**config.mk**
```make
export PLATFORM = sky130hd
export DESIGN_NAME = hr_wr_sched
export DESIGN_NICKNAME = d
export VERILOG_FILES = /design/src/rtl/hr_wr_pkg.sv /design/src/rtl/hr_lat_timer.sv /design/src/rtl/hr_slot_cmd_enc.sv /design/src/rtl/hr_wdata_stage.sv /design/src/rtl/hr_wr_sched.sv
export SDC_FILE = /design/constraint.sdc
export NUM_CORES = 1
export LEC_CHECK = 0
export BUFFER_PORTS_ARGS = -buffer_cell sky130_fd_sc_hd__buf_2
export CAP_MARGIN = 10
export CORE_ASPECT_RATIO = 0.8
export CORE_MARGIN = 2
export CORE_UTILIZATION = 40
export CTS_BUF_LIST = sky130_fd_sc_hd__clkbuf_2
export CTS_CLUSTER_SIZE = 16
export DETAILED_ROUTE_END_ITERATION = 8
export PLACE_DENSITY = 0.66
export SLEW_MARGIN = 20
export SYNTH_ARGS = -nofsm -noshare
export SYNTH_HDL_FRONTEND = slang
export SYNTH_SLANG_ARGS = --single-unit
```
**constraint.sdc**
```tcl
create_clock -name clk -period 7.7 [get_ports clk]
set_input_delay 0.385 -clock clk [delete_from_list [all_inputs] [get_ports clk]]
set_output_delay 0.385 -clock clk [all_outputs]
set_load 0.02 [all_outputs]
```
**src/rtl/hr_wr_pkg.sv**
```systemverilog
// Package: shared types for the half-rate write command scheduler.
// Assumes two memory-clock slots per controller clock, with commands placed in slot 0.
package hr_wr_pkg;
    localparam int NSLOT     = 2;   // memory-clock slots per controller clock
    localparam int LEAD_SLOT = 0;   // slot that carries commands

    typedef enum logic [1:0] {
        CMD_NOP = 2'd0,
        CMD_ACT = 2'd1,
        CMD_WR  = 2'd2
    } cmd_e;

    typedef enum logic [2:0] {
        ST_IDLE  = 3'd0,
        ST_ACT   = 3'd1,
        ST_GAP   = 3'd2,
        ST_WR    = 3'd3,
        ST_LAT   = 3'd4,
        ST_DATA0 = 3'd5,
        ST_DATA1 = 3'd6
    } st_e;
endpackage

```
**src/rtl/hr_lat_timer.sv**
```systemverilog
// Module: loadable down-counter shared by the activate-to-write gap and the write latency.
// Assumes a load value of zero is never used to wait (the caller bypasses the wait instead).
module hr_lat_timer #(
    parameter int TW = 4
) (
    input  logic          clk,
    input  logic          rst_n,
    input  logic          load,
    input  logic [TW-1:0] load_val,
    output logic          at_one
);
    logic [TW-1:0] cnt_q;

    // Load the count, or count down toward zero.
    always_ff @(posedge clk) begin
        if (!rst_n)
            cnt_q <= '0;
        else if (load)
            cnt_q <= load_val;
        else if (cnt_q != '0)
            cnt_q <= cnt_q - 1'b1;
    end

    // Flag the last wait cycle.
    always_comb at_one = (cnt_q == TW'(1));
endmodule

```
**src/rtl/hr_slot_cmd_enc.sv**
```systemverilog
// Module: turns a command kind into per-slot active-low strobes and a command address.
// Assumes only the lead slot ever carries a command; every other slot stays idle.
module hr_slot_cmd_enc
    import hr_wr_pkg::*;
#(
    parameter int AW = 14
) (
    input  cmd_e            cmd,
    input  logic [AW-1:0]   row,
    input  logic [AW-1:0]   col,
    output logic [NSLOT-1:0] cs_n,
    output logic [NSLOT-1:0] ras_n,
    output logic [NSLOT-1:0] cas_n,
    output logic [NSLOT-1:0] we_n,
    output logic [AW-1:0]   addr
);
    logic lead_cs_n, lead_ras_n, lead_cas_n, lead_we_n;

    // Decode the lead-slot strobe levels from the command kind.
    always_comb begin
        lead_cs_n  = (cmd == CMD_NOP);
        lead_ras_n = (cmd != CMD_ACT);
        lead_cas_n = (cmd != CMD_WR);
        lead_we_n  = (cmd != CMD_WR);
    end

    // Choose the address that goes with the command.
    always_comb begin
        case (cmd)
            CMD_ACT: addr = row;
            CMD_WR:  addr = col;
            default: addr = '0;
        endcase
    end

    for (genvar s = 0; s < NSLOT; s++) begin : g_slot
        if (s == LEAD_SLOT) begin : g_lead
            assign cs_n[s]  = lead_cs_n;
            assign ras_n[s] = lead_ras_n;
            assign cas_n[s] = lead_cas_n;
            assign we_n[s]  = lead_we_n;
        end else begin : g_idle
            assign cs_n[s]  = 1'b1;
            assign ras_n[s] = 1'b1;
            assign cas_n[s] = 1'b1;
            assign we_n[s]  = 1'b1;
        end
    end
endmodule

```
**src/rtl/hr_wdata_stage.sv**
```systemverilog
// Module: holds one burst of write data and presents it one beat per controller clock.
// Assumes beat 0 sits in the lowest DW bits of the captured word.
module hr_wdata_stage #(
    parameter int DW    = 32,
    parameter int BEATS = 2
) (
    input  logic               clk,
    input  logic               rst_n,
    input  logic               capture,
    input  logic [BEATS*DW-1:0] cap_data,
    input  logic               beat_en,
    input  logic [$clog2(BEATS)-1:0] beat_sel,
    output logic [DW-1:0]      wdata
);
    logic [DW-1:0] beat_q [BEATS];

    for (genvar b = 0; b < BEATS; b++) begin : g_beat
        // Capture one beat of the request word on acceptance.
        always_ff @(posedge clk) begin
            if (!rst_n)
                beat_q[b] <= '0;
            else if (capture)
                beat_q[b] <= cap_data[b*DW +: DW];
        end
    end

    // Drive the selected beat, or zero when data is not valid.
    always_comb wdata = beat_en ? beat_q[beat_sel] : '0;
endmodule

```
**src/rtl/hr_wr_sched.sv**
```systemverilog
// Module: top of the half-rate write command scheduler.
// It sequences activate, write and two data clocks, with the data timed by a latency sampled when the request is accepted.
// Assumes TRCD >= 1 and one outstanding request at a time.
module hr_wr_sched
    import hr_wr_pkg::*;
#(
    parameter int AW   = 14,
    parameter int DW   = 32,
    parameter int WLW  = 4,
    parameter int TRCD = 3
) (
    input  logic            clk,
    input  logic            rst_n,
    input  logic            req_valid,
    output logic            req_ready,
    input  logic [AW-1:0]   req_row,
    input  logic [AW-1:0]   req_col,
    input  logic [2*DW-1:0] req_data,
    input  logic [WLW-1:0]  wlat,
    output logic [1:0]      cmd_cs_n,
    output logic [1:0]      cmd_ras_n,
    output logic [1:0]      cmd_cas_n,
    output logic [1:0]      cmd_we_n,
    output logic [AW-1:0]   cmd_addr,
    output logic [1:0]      dqs_burst,
    output logic [1:0]      wdata_valid,
    output logic [DW-1:0]   wdata
);
    localparam int TCW = $clog2(TRCD + 1);
    localparam int TW  = (WLW > TCW) ? WLW : TCW;

    st_e            st_q, st_d;
    logic [WLW-1:0] lat_q;
    logic [AW-1:0]  row_q, col_q;
    logic           accept, tmr_load, tmr_one, pre_burst, in_data;
    logic [TW-1:0]  tmr_val;
    cmd_e           cmd;

    assign req_ready = (st_q == ST_IDLE);
    assign accept    = req_valid && req_ready;

    // Hold the address and effective latency of the accepted request.
    always_ff @(posedge clk) begin
        if (!rst_n) begin
            lat_q <= WLW'(1);
            row_q <= '0;
            col_q <= '0;
        end else if (accept) begin
            lat_q <= (wlat == '0) ? WLW'(1) : wlat;
            row_q <= req_row;
            col_q <= req_col;
        end
    end

    // Load the gap count on activate and the latency count on write.
    always_comb begin
        tmr_load = (st_q == ST_ACT) || (st_q == ST_WR);
        tmr_val  = (st_q == ST_ACT) ? TW'(TRCD - 1) : TW'(lat_q - 1'b1);
    end

    hr_lat_timer #(.TW(TW)) u_timer (
        .clk      (clk),
        .rst_n    (rst_n),
        .load     (tmr_load),
        .load_val (tmr_val),
        .at_one   (tmr_one)
    );

    // Next-state sequencing of one write burst.
    always_comb begin
        st_d = st_q;
        case (st_q)
            ST_IDLE:  if (accept) st_d = ST_ACT;
            ST_ACT:   st_d = (TRCD == 1) ? ST_WR : ST_GAP;
            ST_GAP:   if (tmr_one) st_d = ST_WR;
            ST_WR:    st_d = (lat_q == WLW'(1)) ? ST_DATA0 : ST_LAT;
            ST_LAT:   if (tmr_one) st_d = ST_DATA0;
            ST_DATA0: st_d = ST_DATA1;
            ST_DATA1: st_d = ST_IDLE;
            default:  st_d = ST_IDLE;
        endcase
    end

    // State register.
    always_ff @(posedge clk) begin
        if (!rst_n) st_q <= ST_IDLE;
        else        st_q <= st_d;
    end

    // Command kind for the lead slot of this clock.
    always_comb begin
        case (st_q)
            ST_ACT:  cmd = CMD_ACT;
            ST_WR:   cmd = CMD_WR;
            default: cmd = CMD_NOP;
        endcase
    end

    hr_slot_cmd_enc #(.AW(AW)) u_enc (
        .cmd   (cmd),
        .row   (row_q),
        .col   (col_q),
        .cs_n  (cmd_cs_n),
        .ras_n (cmd_ras_n),
        .cas_n (cmd_cas_n),
        .we_n  (cmd_we_n),
        .addr  (cmd_addr)
    );

    // Strobe-burst and data-valid flags, with the burst flag one slot ahead.
    always_comb begin
        in_data     = (st_q == ST_DATA0) || (st_q == ST_DATA1);
        pre_burst   = ((st_q == ST_WR) && (lat_q == WLW'(1))) ||
                      ((st_q == ST_LAT) && tmr_one);
        wdata_valid = {2{in_data}};
        dqs_burst   = {pre_burst || (st_q == ST_DATA0), in_data};
    end

    hr_wdata_stage #(.DW(DW), .BEATS(2)) u_data (
        .clk      (clk),
        .rst_n    (rst_n),
        .capture  (accept),
        .cap_data (req_data),
        .beat_en  (in_data),
        .beat_sel (st_q == ST_DATA1),
        .wdata    (wdata)
    );
endmodule

```
==> summary.txt, run 1 <==
Logic synthesis
  • Netlist Area Pre-Place: ~0.0047 mm²
  • Proportion of synthesized flip-flops having asynchronous set or reset: 0%
  • Number of register bits inferred by synthesis: 103
  • Mapped Avg Cell Area: about 11 µm²
  • Cells after Synth: roughly 440
  • Distinct cells, synth: 38
  • Ys flop type: sky130_fd_sc_hd__edfxtp_1
  • Number of warnings issued by yosys: 0
  • Post-synth EDFFs: 64
  • Top cell types by occurrence after synthesis: 70 x sky130_fd_sc_hd__nand2_1, 66 x sky130_fd_sc_hd__and2_1, 64 x sky130_fd_sc_hd__edfxtp_1, 39 x sky130_fd_sc_hd__dfxtp_1, 35 x sky130_fd_sc_hd__a21oi_1
  • Area share of the largest cell type after synthesis: between 40 and 50%
  • Ranking of synthesized cells by area: sky130_fd_sc_hd__edfxtp_1 41%, sky130_fd_sc_hd__dfxtp_1 17%, sky130_fd_sc_hd__and2_1 8.8%
  • Most used standard cell by instance count after synthesis: sky130_fd_sc_hd__nand2_1
  • Area leader, netlist: sky130_fd_sc_hd__edfxtp_1
  • Fraction of the yosys area taken by sequential cells: 57.6%

Setup path
  • Path depth of the worst reg2reg path: 5
  • Category of the most critical setup path: flip-flop to output port
  • Required arrival time at the worst endpoint: approximately 7300 ps
  • Levels on crit path: 6
  • Slowest Stage Delay on Critical Path: around 560 ps
  • Type of element launching the critical path: flip-flop
  • Arrival @ worst endpoint: 2710 ps
  • Setup slack on the worst flop-to-flop path: about 5200 ps
  • Crit-path max FO: 15
  • Ordered cell list for the critical path: nor2b_1, and2b_1, ha_1, a22oi_1, nor2_1, buf_2
  • Cell with the largest stage delay on the worst path: sky130_fd_sc_hd__ha_1
  • Buf+Inv Stages, Crit Path: 1
  • Crit path capture type: output port
  • Family with the most delay on the worst path: simple AND/OR/NAND/NOR gates

Routing
  • Post-detailed-route count of antenna-violating nets: 0
  • DR iter-0 viols: 192
  • Iteration count of the initial detailed-routing pass: 4
  • Number of remaining DRC errors: 0
  • Total routed wirelength: between 10000 and 15000 µm
  • Count of vias placed by the detailed router: between 3000 and 4000
  • Routed wirelength normalized by instance count: ~14 µm
  • Vias/cell: about 4.8

Timing
  • Final setup violation count: 0
  • Final Hold Vio Count: 0
  • Largest clock skew in the final design: 13.7 ps
  • Worst-case headroom to the max-slew limit: 48.4%
  • Worst-margin pin slew: 775 ps
  • Unrepaired setup endpoints after global routing: no
  • Max Freq: ~320 MHz
  • Sum of negative setup slack: 0 ps
  • Smallest setup slack after layout: 4610 ps
  • Final worst-path cycle share: between 40% and 50%
  • Final Critical Period: 3090 ps
  • Post-route worst hold slack: between 50 and 60 ps
  • Max-slew violation count: 0

Layout
  • Antenna fix cells: 0
  • Post-Layout Cell Count: between 700 and 800
  • Filler instances: about 1100
  • Fin util: ~53%
  • Area added between synthesis and finish: 29.1%
  • Layout Nets: approximately 730
  • Share of layout cells above drive strength 1: between 20 and 30%
  • Post-route cell area: between 0.006 and 0.007 mm²

Min path
  • Hold path cells: 2
  • Hold WC Path Type: primary input to flip-flop

Floorplan
  • Die Footprint: around 0.013 mm²
  • X dimension of the die: approximately 130 µm
  • Die outline height: between 100 and 150 µm
  • Cell Rows: 35
  • Initial cell density of the core: approximately two fifths
  • Boundary pin count: between 150 and 200
  • Core outline area: 0.0115 mm²

Global routing
  • First-pass GRT wire length: ~17000 µm
  • Remaining global-route overflow: 0
  • Pin count of the biggest net entering global routing: 52
  • Vias in the first global route: 3611
  • Total global routing track utilization: ~17%
  • Number of antenna violations at the first check in global routing: 0

Clocking
  • Clock transition at the registers of the reported paths: roughly 280 ps
  • Max clock buf depth: 2
  • Worst-skew pair later-pin latency: 570 ps
  • TritonCTS buffer count: 9
  • Number of gates resized after cts: 0
  • Cell chosen for the clock root: sky130_fd_sc_hd__clkbuf_2
  • TritonCTS clock tree: done
  • CTS sink count: approximately 100
  • Setup Buffers After CTS: 0
  • Number of H-tree branching levels: 3
  • Count of hold buffers inserted by post-cts repair: 46

Pwr
  • VDD IR max: about 110 µV
  • Post-layout total power: roughly 1.3 mW
  • Reported leakage power: between 2 and 3 nW
  • Power per cell area: 219 mW/mm²

Placement
  • Port buffer count: approximately 150
  • Final GP Congestion: 0.778
  • Placed cell area: about 0.0054 mm²
  • Place WS: 4790 ps
  • Number of placed instances with taps included: approximately 700
  • Detailed placement HPWL: between 6000 and 7000 µm

Status
  • Outcome: complete, no violations

Run
  • Number of violations of the max-capacitance limit: 0
==> state kept, by name, summed over array words and instances (netlist names) <==
signal and flops:
lat_q 4, st_q 3, u_timer.cnt_q 4, row_q 14, u_data.beat_q 64, col_q 14
==> final timing paths <==
| path | start | to |
|---|---|---|
| worst min-delay path | req_data[3] | u_data.beat_q[0][3] |
| worst min register to register | row_q[9] | row_q[9] |
| worst max register to register | st_q[2] | u_data.beat_q[0][27] |
| worst max-delay path | st_q[0] | cmd_addr[7] |
==> per-layer routing <==
layer,vias to the layer above,GRT usage (%),share of wire (%)
met1,1743,21.5,45
met4,0,5.30,1.5
met5,-,0,0
met3,15,4.30,5.7
met2,126,29.3,48
li1,1852,-,-
==> power by group <==
group | leakage, nW | switching, mW | internal (mW) | total, mW
clock | 0.0662 | 0.188 | 0.0780 | 0.266
combinational | 1.58 | 0.179 | 0.137 | 0.316
sequential | 1.01 | 0.0448 | 0.699 | 0.744
total | 2.65 | 0.412 | 0.914 | 1.33
==> layout by cell type, fill, tap and decap left out, types with 3 or more instances in the layout <==
cell type and count:
sky130_fd_sc_hd__buf_2 153, sky130_fd_sc_hd__nand2_1 69, sky130_fd_sc_hd__and2_1 65, sky130_fd_sc_hd__edfxtp_1 64
sky130_fd_sc_hd__dlygate4sd3_1 53, sky130_fd_sc_hd__dfxtp_1 39, sky130_fd_sc_hd__a21oi_1 35, sky130_fd_sc_hd__a22o_1 30
sky130_fd_sc_hd__nor2_1 18, sky130_fd_sc_hd__a22oi_1 15, sky130_fd_sc_hd__clkbuf_2 9, sky130_fd_sc_hd__ha_1 8
sky130_fd_sc_hd__inv_1 7, sky130_fd_sc_hd__o21ai_0 5, sky130_fd_sc_hd__nand2b_1 4, sky130_fd_sc_hd__nor3_1 4
sky130_fd_sc_hd__conb_1 4, sky130_fd_sc_hd__buf_4 4, sky130_fd_sc_hd__inv_2 3, sky130_fd_sc_hd__clkinvlp_4 3
==> layout make-up <==
class,instances,area [µm²],area share [%]
Clock buffer,9,45.0,0.744
Sequential cell,103,2700,44.7
Clock inverter,7,81.3,1.34
Inverter,10,37.5,0.620
Multi-Input combinational cell,284,1670,27.7
Tap cell,148,185,3.06
Timing Repair Buffer,210,1330,21.9
==> cells by family after synthesis <==
| group | count (synthesis) | synth area share (%) |
|---|---|---|
| adder cells (fa/ha/maj) | 8 | 2.14 |
| flip-flops | 103 | 57.6 |
| XOR/XNOR | 4 | 0.747 |
| buffers and inverters | 52 | 7.07 |
| AO/OA/AOI/OAI | 91 | 13.2 |
| AND/OR/NAND/NOR | 176 | 18.9 |
| other | 1 | 0.0800 |
| multiplexers | 1 | 0.240 |
No activity file was read; power rests on OpenSTA's default activity.
==> run 2, diff against run 1 <==
- PLACE_DENSITY: 0.66 -> 0.68
- clock period: 7.7 -> 2.8 ns (I/O delays scaled with it)
==> run 2 against run 1 <==
Net effect: routed wire length is 8.1% higher; sequential power rose to 2.8 times the previous value; critical path type unchanged; cell count increased by 6.2%; first-iteration DRC count fell by 5.2%; clock power increased by 140%; total power grew to 2.8 times the previous value; register-to-register slack got worse by 4200 ps; cell area increased by 8.1%; sequential share of layout area is 3.3 points lower; sequential cell count did not move; non-clock buffer count grew 48.
==> summary.txt, run 2 (synthesis results as in run 1) <==
Status
  • Outcome: complete, no violations

Layout
  • Antenna fix cells: 0 (unchanged)
  • Largest register by flop count: u_data.beat_q
  • Layout Nets: 773 (+6.6%)
  • Filler instances: 985 (-6.7%)
  • Multi-input gate area in the final layout: 0.00169 mm² (+0.82%)
  • Biggest registers after layout: u_data.beat_q: 64 flops, col_q: 14 flops, row_q: 14 flops
  • Most used cells in the layout excluding fill and tap cells: 153 x sky130_fd_sc_hd__buf_2, 97 x sky130_fd_sc_hd__dlygate4sd3_1, 70 x sky130_fd_sc_hd__nand2_1
  • Register area: 0.00271 mm² (+0.14%)
  • Most frequent standard cell in the layout excluding fill and tap cells: sky130_fd_sc_hd__buf_2
  • Share of layout cells above drive strength 1: 28.3% (-0.90 points)
  • Fin util: 57.0% (+4.3 points)
  • Area added between synthesis and finish: 39.5%
  • Max reg flops: 64 (unchanged)

Pwr
  • VDD IR max: 310 µV (+190%)
  • Reported leakage power: 2.86 nW (+8.0%)
  • Post-layout total power: 3.65 mW (+180%)
  • Power per cell area: 558 mW/mm² (+150%)

Setup path
  • Category of the most critical setup path: flip-flop to output port
  • Reg-to-Reg End: u_timer.cnt_q[1]
  • Capturing instance or port of the critical path: cmd_addr[7]
  • Crit path capture type: output port
  • Beginning of the critical path: st_q[0]
  • Cell with the largest stage delay on the worst path: sky130_fd_sc_hd__dfxtp_2
  • Levels on crit path: 7 (+1)
  • Path depth of the worst reg2reg path: 7 (+2)
  • Worst flop-to-flop path startpoint: st_q[0]
  • Required arrival time at the worst endpoint: 2660 ps (-4660 ps)
  • Type of element launching the critical path: flip-flop
  • Ordered cell list for the critical path: nor2b_2, and2b_1, inv_1, ha_2, a22oi_1, nor2_1, buf_2
  • Setup slack on the worst flop-to-flop path: 940 ps (-4210 ps)
  • Arrival @ worst endpoint: 2450 ps (-260 ps)
  • Family with the most delay on the worst path: simple AND/OR/NAND/NOR gates
  • Slowest Stage Delay on Critical Path: 420 ps (-140 ps)
  • Crit-path max FO: 15 (unchanged)
  • Buf+Inv Stages, Crit Path: 2 (+1)

Floorplan
  • Initial cell density of the core: 40.9% (unchanged)
  • Die Footprint: 0.0126 mm² (unchanged)
  • Boundary pin count: 158 (unchanged)
  • Core outline area: 0.0115 mm² (unchanged)
  • Cell Rows: 35 (unchanged)
  • X dimension of the die: 125 µm (unchanged)
  • Die outline height: 101 µm (unchanged)

Global routing
  • Number of antenna violations at the first check in global routing: 0 (unchanged)
  • Pin count of the biggest net entering global routing: 54 (+3.8%)
  • Total global routing track utilization: 18.8% (+1.7 points)
  • Vias in the first global route: 3934 (+8.9%)
  • Remaining global-route overflow: 0 (unchanged)
  • First-pass GRT wire length: 18800 µm (+8.8%)

Timing
  • Smallest setup slack after layout: 207 ps (-4400 ps)
  • Sum of negative setup slack: 0 ps (unchanged)
  • Unrepaired setup endpoints after global routing: no
  • Max Freq: 386 MHz
  • Final Critical Period: 2590 ps
  • Final worst-path cycle share: between 90 and 100%
  • Largest clock skew in the final design: 29.5 ps (+15.8 ps)
  • Max-slew violation count: 0 (unchanged)
  • Final setup violation count: 0 (unchanged)
  • Final Hold Vio Count: 0 (unchanged)

Clocking
  • Max clock buf depth: 2 (unchanged)
  • Worst-skew pair later-pin latency: 560 ps (about the same)
  • CTS sink count: 103 (unchanged)
  • Cell chosen for the clock root: sky130_fd_sc_hd__clkbuf_2
  • Clock transition at the registers of the reported paths: 250 ps (-30 ps)
  • TritonCTS buffer count: 9 (unchanged)
  • Setup Buffers After CTS: 0 (unchanged)
  • TritonCTS clock tree: done
  • Number of H-tree branching levels: 3 (unchanged)

Routing
  • Post-detailed-route count of antenna-violating nets: 0 (unchanged)
  • Number of remaining DRC errors: 0 (unchanged)
  • Vias/cell: 4.84 (-0.17%)
  • Routed wirelength normalized by instance count: 14.5 µm (+1.7%)
  • Count of vias placed by the detailed router: 3962 (+6.0%)
  • DR iter-0 viols: 182 (-5.2%)
  • Iteration count of the initial detailed-routing pass: 5 (+1)
  • Total routed wirelength: 11900 µm (+8.1%)

Placement
  • Place WS: 600 ps (-4190 ps)
  • Final GP Congestion: 0.792 (+1.9%)
  • Port buffer count: 153 (unchanged)
  • Detailed placement HPWL: 7150 µm (+3.3%)

Run
  • Number of violations of the max-capacitance limit: 0 (unchanged)

Min path
  • Hold WC Path Type: primary input to flip-flop
-- run 2: worst min-delay path: stages --
cell	delay (ps)
sky130_fd_sc_hd__buf_2	120
sky130_fd_sc_hd__nor4_1	200
sky130_fd_sc_hd__a221oi_1	90
sky130_fd_sc_hd__and3_1	170
-- run 2: per-layer routing --
metal	GRT usage [%]	vias up	wire length, µm
li1	-	1947	-
met3	4.30	13	567
met2	34.2	127	6070
met4	4.79	0	126
met5	0	-	0
met1	22.7	1875	5100
-- run 2: worst min path at each step --
stage / from / endpoint / cells after the start
after floorplan: wlat[1] / lat_q[1] / 2
after global placement: req_row[8] / row_q[8] / 2
after detailed placement: req_col[7] / col_q[7] / 2
after CTS: req_valid / st_q[0] / 4
after global routing: req_valid / st_q[0] / 4
final: req_valid / st_q[0] / 4
-- run 2: per-stage QoR --
stage,instance area [µm²],hold slack [ps],instances
after floorplan,4700,249,439
after global placement,5450,350,706
after detailed placement,5450,356,706
after CTS,6520,109,819
after global routing,6540,151,819
final,6540,187,819
-- run 2: where the power goes --
part	total, mW	internal, mW	switching [mW]
registers	2.05	1.92	0.129
clock network	0.629	0.131	0.497
logic	0.970	0.457	0.513
-- run 2: final cells by class --
class,count,area share [%]
timing repair buffer,258,27.9
sequential,103,41.4
clock inverter,7,0.822
inverter,10,0.631
tap,148,2.83
multi-input combinational,284,25.8
clock buffer,9,0.689
-- run 2: what timing repair did --
| item | 4_1_cts | 5_1_grt |
|---|---|---|
| resized for setup | 2 | 5 |
| setup endpoints to repair | 14 | 14 |
| pin swaps | 0 | 0 |
| hold buffers | 97 | 0 |
| hold endpoints to repair | 103 | 0 |
==> run 3, diff against run 2 <==
- BUFFER_PORTS_ARGS: -buffer_cell sky130_fd_sc_hd__buf_2 -> -buffer_cell sky130_fd_sc_hd__clkbuf_2
- CTS_CLUSTER_SIZE: 16 -> default
==> run 3 against run 2 <==
Net effect: first-iteration DRC count is 0.55% lower; clock power is 4.1% lower; fmax increased by 1.1%; sequential share of layout area increased by 0.22 points; critical path type unchanged.
==> summary.txt, run 3 (synthesis results as in run 1) <==
Placement
  • Final GP Congestion: 0.784 (-1.1%)
  • Detailed placement HPWL: 7040 µm (-1.6%)
  • Port buffer count: 153 (unchanged)

Layout
  • Most frequent standard cell in the layout excluding fill and tap cells: sky130_fd_sc_hd__clkbuf_2
  • Register area: 0.00270 mm² (about the same)
  • Max reg flops: 64 (unchanged)
  • Area added between synthesis and finish: 38.6%
  • Largest register by flop count: u_data.beat_q
  • Antenna fix cells: 0 (unchanged)
  • Multi-input gate area in the final layout: 0.00168 mm² (-0.74%)
  • Biggest registers after layout: u_data.beat_q: 64 flops, col_q: 14 flops, row_q: 14 flops
  • Filler instances: 978 (-0.71%)
  • Layout Nets: 772 (-0.13%)
  • Share of layout cells above drive strength 1: 27.8% (-0.55 points)
  • Most used cells in the layout excluding fill and tap cells: 164 x sky130_fd_sc_hd__clkbuf_2, 97 x sky130_fd_sc_hd__dlygate4sd3_1, 70 x sky130_fd_sc_hd__nand2_1

Pwr
  • VDD IR max: 306 µV (-1.4%)
  • Power per cell area: 553 mW/mm² (-0.88%)
  • Reported leakage power: 2.83 nW (-1.3%)

Timing
  • Post-route worst hold slack: 160 ps (-26.7 ps)
  • Worst-case headroom to the max-slew limit: 65.3%
  • Sum of negative setup slack: 0 ps (unchanged)
  • Final worst-path cycle share: 91.6% (-1.0 points)
  • Unrepaired setup endpoints after global routing: no
  • Final Hold Vio Count: 0 (unchanged)
  • Max-slew violation count: 0 (unchanged)
  • Max Freq: 390 MHz (+1.1%)
  • Worst-margin pin slew: between 500 and 600 ps
  • Final Critical Period: 2560 ps (-28.8 ps)
  • Largest clock skew in the final design: 17.0 ps (-12.5 ps)
  • Final setup violation count: 0 (unchanged)

Status
  • Outcome: complete, no violations

Routing
  • Iteration count of the initial detailed-routing pass: 5 (unchanged)
  • Routed wirelength normalized by instance count: 14.5 µm (+0.15%)
  • Number of remaining DRC errors: 0 (unchanged)
  • Count of vias placed by the detailed router: 3942 (-0.50%)
  • Total routed wirelength: 11900 µm (about the same)
  • Vias/cell: 4.82 (-0.38%)
  • DR iter-0 viols: 181 (-0.55%)
  • Post-detailed-route count of antenna-violating nets: 0 (unchanged)

Clocking
  • Setup Buffers After CTS: 0 (unchanged)
  • Number of H-tree branching levels: 3 (unchanged)
  • CTS sink count: 103 (unchanged)
  • TritonCTS buffer count: 9 (unchanged)
  • Max clock buf depth: 2 (unchanged)
  • TritonCTS clock tree: done
  • Clock transition at the registers of the reported paths: 250 ps (about the same)
  • Cell chosen for the clock root: sky130_fd_sc_hd__clkbuf_2
  • Worst-skew pair later-pin latency: 550 ps (about the same)

Floorplan
  • Core outline area: 0.0115 mm² (unchanged)
  • X dimension of the die: 125 µm (unchanged)
  • Cell Rows: 35 (unchanged)
  • Die outline height: 101 µm (unchanged)
  • Boundary pin count: 158 (unchanged)
  • Initial cell density of the core: 40.9% (unchanged)
  • Die Footprint: 0.0126 mm² (unchanged)

Setup path
  • Type of element launching the critical path: flip-flop
  • Crit-path max FO: 15 (unchanged)
  • Crit path capture type: output port
  • Required arrival time at the worst endpoint: 2660 ps (about the same)
  • Category of the most critical setup path: flip-flop to output port
  • Arrival @ worst endpoint: 2420 ps (-30 ps)

Global routing
  • First-pass GRT wire length: 18800 µm (about the same)
  • Total global routing track utilization: 18.7% (-0.12 points)
  • Number of antenna violations at the first check in global routing: 0 (unchanged)
  • Pin count of the biggest net entering global routing: 82 (+52%)
  • Remaining global-route overflow: 0 (unchanged)
  • Vias in the first global route: 3945 (+0.28%)

Run
  • Number of violations of the max-capacitance limit: 0 (unchanged)

Min path
  • Hold WC Path Type: primary input to flip-flop
## run 3: cell count changes in the layout (fill, tap and decap cells not counted), sizes merged
cell	change
clkbuf	+155
buf	-154
inv	-2
## run 3: report_power, final
part	leakage [nW]	switching (mW)	internal [mW]
clock	0.0666	0.475	0.128
combinational	1.75	0.508	0.433
sequential	1.01	0.129	1.92
## run 3: per-stage QoR
step	instance area, µm²	setup WS (ps)	std cells	power (mW)	utilization [%]
floorplan	4700	623	439	2.71	-
global placement	5430	825	705	2.88	47.3
detailed placement	5430	625	705	2.91	47.3
CTS	6500	161	818	3.63	56.6
global route	6500	11.0	818	3.82	56.7
finish	6500	236	818	3.60	56.7
## run 3: worst max-delay path: stages, from the launching register on
cell and delay [ps]:
sky130_fd_sc_hd__dfxtp_1 550, sky130_fd_sc_hd__nor2b_1 140, sky130_fd_sc_hd__and2b_1 220, sky130_fd_sc_hd__inv_1 140, sky130_fd_sc_hd__ha_2 390, sky130_fd_sc_hd__a22oi_1 120, sky130_fd_sc_hd__nor2_1 140, sky130_fd_sc_hd__clkbuf_2 190
## run 3: metal layers
layer	track usage (%)	vias up	share of wire [%]
li1	-	1943	-
met1	22.5	1847	43
met2	33.4	132	50
met3	4.14	20	4.9
met4	6.41	0	1.8
met5	0	-	0
## run 3: cell type report
type,instances,share of cell area [%]
repair buffers,257,27.8
multi-input cells,284,25.8
clock buffers,11,0.847
clock inverters,5,0.520
inverters,10,0.635
well taps,148,2.85
flip-flops and latches,103,41.6
## run 3: repair_timing
item	in CTS	in global routing
cloned	0	0
endpoints found under the setup margin	14	4
hold endpoints to repair	103	0
gates resized for setup	3	1
hold buffers	97	0
## run 3: path summary, 6_finish.rpt
kind	startpoint	endpoint	slack, ps	cells after the start
worst max-delay path	st_q[1]	cmd_addr[7]	240	7
worst min-delay path	req_valid	st_q[0]	160	4
worst max register to register	st_q[0]	u_timer.cnt_q[2]	930	6
worst min register to register	col_q[13]	col_q[13]	520	1
